===== config.mk =====
export PLATFORM = sky130hd
export DESIGN_NAME = addr_tenure_ctl
export DESIGN_NICKNAME = d
export VERILOG_FILES = /design/src/rtl/addr_tenure_pkg.sv /design/src/rtl/atc_addr_fmt.sv /design/src/rtl/atc_tenure_fsm.sv /design/src/rtl/atc_snoop_cap.sv /design/src/rtl/addr_tenure_ctl.sv
export SDC_FILE = /design/constraint.sdc
export NUM_CORES = 1
export LEC_CHECK = 0
export CAP_MARGIN = 20
export CORE_MARGIN = 3
export CORE_UTILIZATION = 46
export DETAILED_ROUTE_END_ITERATION = 8
export MAX_ROUTING_LAYER = met4
export PLACE_DENSITY = 0.87
export REMOVE_ABC_BUFFERS = 1
export SLEW_MARGIN = 10
export SYNTH_ARGS = -nofsm -noshare
export SYNTH_HDL_FRONTEND = slang
export SYNTH_HIERARCHICAL = 1
export SYNTH_SLANG_ARGS = --single-unit

===== constraint.sdc =====
create_clock -name clk -period 3.7 [get_ports clk]
set_input_delay 0.925 -clock clk [delete_from_list [all_inputs] [get_ports clk]]
set_output_delay 0.925 -clock clk [all_outputs]
set_load 0.01 [all_outputs]

===== src/rtl/addr_tenure_pkg.sv =====
package addr_tenure_pkg;
  typedef enum logic [1:0] {
    TEN_IDLE = 2'd0,
    TEN_ARB  = 2'd1,
    TEN_ADDR = 2'd2,
    TEN_FIN  = 2'd3
  } ten_state_t;
endpackage


===== src/rtl/atc_addr_fmt.sv =====
module atc_addr_fmt #(
  parameter int ADDR_W   = 32,
  parameter int DW_LSB   = 3,
  parameter int LINE_LSB = 5
) (
  input  logic [ADDR_W-1:0] raw_addr,
  input  logic              is_write,
  input  logic              is_burst,
  output logic [ADDR_W-1:0] bus_addr
);
  localparam logic [ADDR_W-1:0] DW_MASK   = ~((ADDR_W'(1) << DW_LSB) - ADDR_W'(1));
  localparam logic [ADDR_W-1:0] LINE_MASK = ~((ADDR_W'(1) << LINE_LSB) - ADDR_W'(1));

  always_comb begin
    if (!is_burst)
      bus_addr = raw_addr;
    else if (is_write)
      bus_addr = raw_addr & LINE_MASK;
    else
      bus_addr = raw_addr & DW_MASK;
  end
endmodule


===== src/rtl/atc_tenure_fsm.sv =====
module atc_tenure_fsm
  import addr_tenure_pkg::*;
#(
  parameter int ADDR_W = 32
) (
  input  logic              clk,
  input  logic              rst_n,
  input  logic              req_valid,
  input  logic [ADDR_W-1:0] fmt_addr,
  input  logic              req_write,
  input  logic              req_burst,
  input  logic              bus_grant,
  input  logic              tenure_busy,
  input  logic              aack,
  output logic              req_ready,
  output logic              xfer_done,
  output logic              bus_req,
  output logic              ts_out,
  output logic              addr_oe,
  output logic [ADDR_W-1:0] addr_out,
  output logic              bus_write,
  output logic              bus_burst
);
  ten_state_t        state_q, state_d;
  logic              first_q, first_d;
  logic [ADDR_W-1:0] hold_addr_q;
  logic              hold_wr_q, hold_bst_q;
  logic              accept, qual_grant, load_en;

  assign accept     = req_valid && (state_q == TEN_IDLE);
  assign qual_grant = bus_grant && !tenure_busy;
  assign load_en    = accept;

  always_comb begin
    state_d = state_q;
    first_d = 1'b0;
    case (state_q)
      TEN_IDLE: if (accept) state_d = TEN_ARB;
      TEN_ARB:  if (qual_grant) begin
                  state_d = TEN_ADDR;
                  first_d = 1'b1;
                end
      TEN_ADDR: if (aack) state_d = TEN_FIN;
      TEN_FIN:  state_d = TEN_IDLE;
      default:  state_d = TEN_IDLE;
    endcase
  end

  always_ff @(posedge clk or negedge rst_n) begin
    if (!rst_n) begin
      state_q <= TEN_IDLE;
      first_q <= 1'b0;
    end else begin
      state_q <= state_d;
      first_q <= first_d;
    end
  end

  always_ff @(posedge clk or negedge rst_n) begin
    if (!rst_n) begin
      hold_addr_q <= '0;
      hold_wr_q   <= 1'b0;
      hold_bst_q  <= 1'b0;
    end else if (load_en) begin
      hold_addr_q <= fmt_addr;
      hold_wr_q   <= req_write;
      hold_bst_q  <= req_burst;
    end
  end

  always_comb begin
    req_ready = (state_q == TEN_IDLE);
    xfer_done = (state_q == TEN_FIN);
    bus_req   = (state_q == TEN_ARB);
    addr_oe   = (state_q == TEN_ADDR);
    ts_out    = addr_oe && first_q;
    addr_out  = addr_oe ? hold_addr_q : '0;
    bus_write = addr_oe && hold_wr_q;
    bus_burst = addr_oe && hold_bst_q;
  end
endmodule


===== src/rtl/atc_snoop_cap.sv =====
module atc_snoop_cap #(
  parameter int ADDR_W = 32
) (
  input  logic              clk,
  input  logic              rst_n,
  input  logic              ts_in,
  input  logic              own_drive,
  input  logic [ADDR_W-1:0] addr_in,
  output logic              snp_valid,
  output logic [ADDR_W-1:0] snp_addr
);
  logic              cap_en;
  logic              vld_q;
  logic [ADDR_W-1:0] addr_q;

  assign cap_en = ts_in && !own_drive;

  always_ff @(posedge clk or negedge rst_n) begin
    if (!rst_n)
      vld_q <= 1'b0;
    else
      vld_q <= cap_en;
  end

  always_ff @(posedge clk or negedge rst_n) begin
    if (!rst_n)
      addr_q <= '0;
    else if (cap_en)
      addr_q <= addr_in;
  end

  assign snp_valid = vld_q;
  assign snp_addr  = addr_q;
endmodule


===== src/rtl/addr_tenure_ctl.sv =====
module addr_tenure_ctl #(
  parameter int ADDR_W     = 32,
  parameter int DW_BYTES   = 8,
  parameter int LINE_BYTES = 32
) (
  input  logic              clk,
  input  logic              rst_n,
  input  logic              req_valid,
  input  logic [ADDR_W-1:0] req_addr,
  input  logic              req_write,
  input  logic              req_burst,
  output logic              req_ready,
  output logic              xfer_done,
  output logic              bus_req,
  input  logic              bus_grant,
  input  logic              tenure_busy,
  output logic              ts_out,
  output logic [ADDR_W-1:0] addr_out,
  output logic              addr_oe,
  output logic              bus_write,
  output logic              bus_burst,
  input  logic              aack,
  input  logic              ts_in,
  input  logic [ADDR_W-1:0] addr_in,
  output logic              snp_valid,
  output logic [ADDR_W-1:0] snp_addr
);
  localparam int DW_LSB   = $clog2(DW_BYTES);
  localparam int LINE_LSB = $clog2(LINE_BYTES);

  logic [ADDR_W-1:0] fmt_addr;

  atc_addr_fmt #(.ADDR_W(ADDR_W), .DW_LSB(DW_LSB), .LINE_LSB(LINE_LSB)) u_fmt (
    .raw_addr (req_addr),
    .is_write (req_write),
    .is_burst (req_burst),
    .bus_addr (fmt_addr)
  );

  atc_tenure_fsm #(.ADDR_W(ADDR_W)) u_fsm (
    .clk         (clk),
    .rst_n       (rst_n),
    .req_valid   (req_valid),
    .fmt_addr    (fmt_addr),
    .req_write   (req_write),
    .req_burst   (req_burst),
    .bus_grant   (bus_grant),
    .tenure_busy (tenure_busy),
    .aack        (aack),
    .req_ready   (req_ready),
    .xfer_done   (xfer_done),
    .bus_req     (bus_req),
    .ts_out      (ts_out),
    .addr_oe     (addr_oe),
    .addr_out    (addr_out),
    .bus_write   (bus_write),
    .bus_burst   (bus_burst)
  );

  atc_snoop_cap #(.ADDR_W(ADDR_W)) u_snp (
    .clk       (clk),
    .rst_n     (rst_n),
    .ts_in     (ts_in),
    .own_drive (addr_oe),
    .addr_in   (addr_in),
    .snp_valid (snp_valid),
    .snp_addr  (snp_addr)
  );
endmodule


==> out/results.ini <==
[outcome]
status=finished clean

[pwr]
finalPower_mw=3.66
power_leakage_nw=2.09
power.density_nw_per_um2=765
ir_drop_mv=0.377

[global_route]
grt_usage_pct=18.2
grt-ovfl-total=0
antenna_found_initial=0
grt_pass1_wl_um=11500
grt_pass1_vias=2419
grt_start_max_net_pins=34

[worst_setup_path]
r2r-start=u_fsm/state_q[0]
worstPathBufferInverterCount=3
critPathLaunchType=register
r2r_slack_ps=1760
worst_ep_required_time_ps=2770
end_kind=output pin
worstPathArrival_ps=2230
critical_path.top_delay_family=buffers and inverters
slowest_stage=clkdlybuf4s50_1
worstPathCellList=inv_1 > ha_1 > buf_4 > and2_1 > clkdlybuf4s50_1
regToRegEndpoint=u_fsm/state_q[1]
ff2ff_path_depth=5
critical-path-max-stage-delay_ps=550
path_class=reg2out
path_max_fanout=33

[floorplanning]
num_io_pins=145
core-area_um2=6870
dieArea_um2=8250
die_w_um=90.9
start_util_pct=48.2
core.rowCount=30
die_height_um=90.9

[sta]
max_freq_ghz=0.317
finalCriticalPeriod_ps=3150
worst_pin_slew_ps=566
tns_ps=0
finalCritPeriodShare_pct=85.2
slew_headroom_pct=62.3
hold_viol=0
setup-violations-final=0
rsz0062_at_grt=no
slew_violations=0
finClkSkew_ps=7.23

[clocking]
clk_pin_slew_ps=70
cts_resized=0
cts_sinks=70
post_cts_buffers=0
clock_path_buffers=2
cts_hold_buf=0
numCtsBuffers=9
tritoncts=done
clock-root-buffer=clkbuf_8
cts.htree.levels=3
worst_skew_pair.late_latency_ps=320

[synthesis]
yosys_warnings=6
netlist_instances=232
synth_seq_cells=70
synthDistinctLibCells=20
synthesis.area_um2=3310
synth_top_area_share_pct=52.9
synth_area_leaders=dfrtp_1, mux2_4, mux2_2
yosys.area.top_type=dfrtp_1
avgSynthCellArea_um2=14.3
yosysSeqAreaShare_pct=52.9

[route]
remaining_drc_errors=0
drt_first_pass_iters=4
drtIter0Drc=45
ant_nets=0
wire_per_inst_um=15.6
via_count=2107
routed_wl_um=7070
via_per_inst=4.66

[layout]
fin_util_pct=69.6
n_antenna_cell=0
multi_input_area_um2=1240
nets=432
drive_above_1_share_pct=23.0
area_growth_pct=44.3
final-seq-area_um2=1750
filler_cell_count=488

[run]
timing.max_cap.violations=0

[placed_design]
gp_congestion=0.749
hpwlAfterDp_um=5360
io_buffers=144

[worst_hold_path]
hp-class=in2async

power breakdown:
part           switching, mW  internal (mW)  leakage, nW
registers              0.193           1.13        0.829
logic                  0.643           1.12         1.17
clock network          0.251          0.318       0.0911
metrics by stage:
step	setup slack, ps	area, µm²	hold WS [ps]	cells
3_5_place_dp	877	4600	476	439
2_1_floorplan	1380	3010	457	194
6_report	547	4780	487	452
5_1_grt	407	4780	499	452
4_1_cts	503	4780	484	452
3_3_place_gp	950	4600	467	439
metal layers:
layer | up-vias | GRT usage (%) | share of wire, %
li1 | 978 | - | -
met3 | 0 | 7.42 | 9.6
met4 | 0 | 5.28 | 0
met2 | 108 | 28.7 | 48
met5 | - | - | 0
met1 | 1021 | 21.4 | 42
how the worst max path moves through the flow:
stage,startpoint,end,slack (ps),depth (start not counted)
6_report,u_fsm/state_q[0],addr_out[17],550,5
5_1_grt,u_fsm/state_q[0],addr_out[17],410,5
4_1_cts,u_fsm/state_q[0],addr_out[17],500,5
3_5_place_dp,u_fsm/state_q[0],addr_out[17],880,5
3_3_place_gp,u_fsm/state_q[0],addr_out[12],950,5
2_1_floorplan,u_fsm/state_q[0],addr_out[0],1380,3
cells by family (layout without fill, tap and decap cells):
logic type / Yosys count / in the layout / share of synthesized area (%)
buffers and inverters: 43 / 167 / 9.75
and+or+nand+nor: 43 / 43 / 8.35
muxes: 68 / 68 / 26.4
DFF: 70 / 70 / 52.9
adders and majority gates: 5 / 5 / 1.89
AOI/OAI and AO/OA: 3 / 3 / 0.755
placed cells by master, fill, tap and decap left out, drive strengths merged:
master,Yosys,final
bufinv,0,1
dfrtp,70,70
ha,5,5
nor2b,4,4
clkdlybuf4s50,0,143
inv,5,5
nor2,2,2
mux2,67,67
clkbuf,4,11
a222oi,1,1
clkinv,0,1
nand2,1,1
nand2b,1,1
a21boi,2,2
and2,35,35
buf,34,6
mux2i,1,1
cell usage after synthesis, drive strengths merged:
cell and count:
a21boi 2, a222oi 1, and2 35, buf 34, clkbuf 4, dfrtp 70
ha 5, inv 5, mux2 67, mux2i 1, nand2 1, nand2b 1
nor2 2, nor2b 4
registers in the layout (all words and copies together), names as in the netlist:
name and flops:
u_fsm/first_q 1, u_fsm/hold_addr_q 32, u_fsm/hold_bst_q 1, u_fsm/hold_wr_q 1
u_fsm/state_q 2, u_snp/snp_addr 32, u_snp/snp_valid 1
layout make-up:
| cell class | instances | area share [%] |
|---|---|---|
| Sequential cell | 70 | 36.7 |
| Clock inverter | 2 | 0.733 |
| Clock buffer | 11 | 2.96 |
| Timing Repair Buffer | 149 | 30.8 |
| Tap cell | 96 | 2.51 |
| Multi-Input combinational cell | 119 | 25.9 |
| Inverter | 5 | 0.393 |
(Power assumes the default switching activity.)
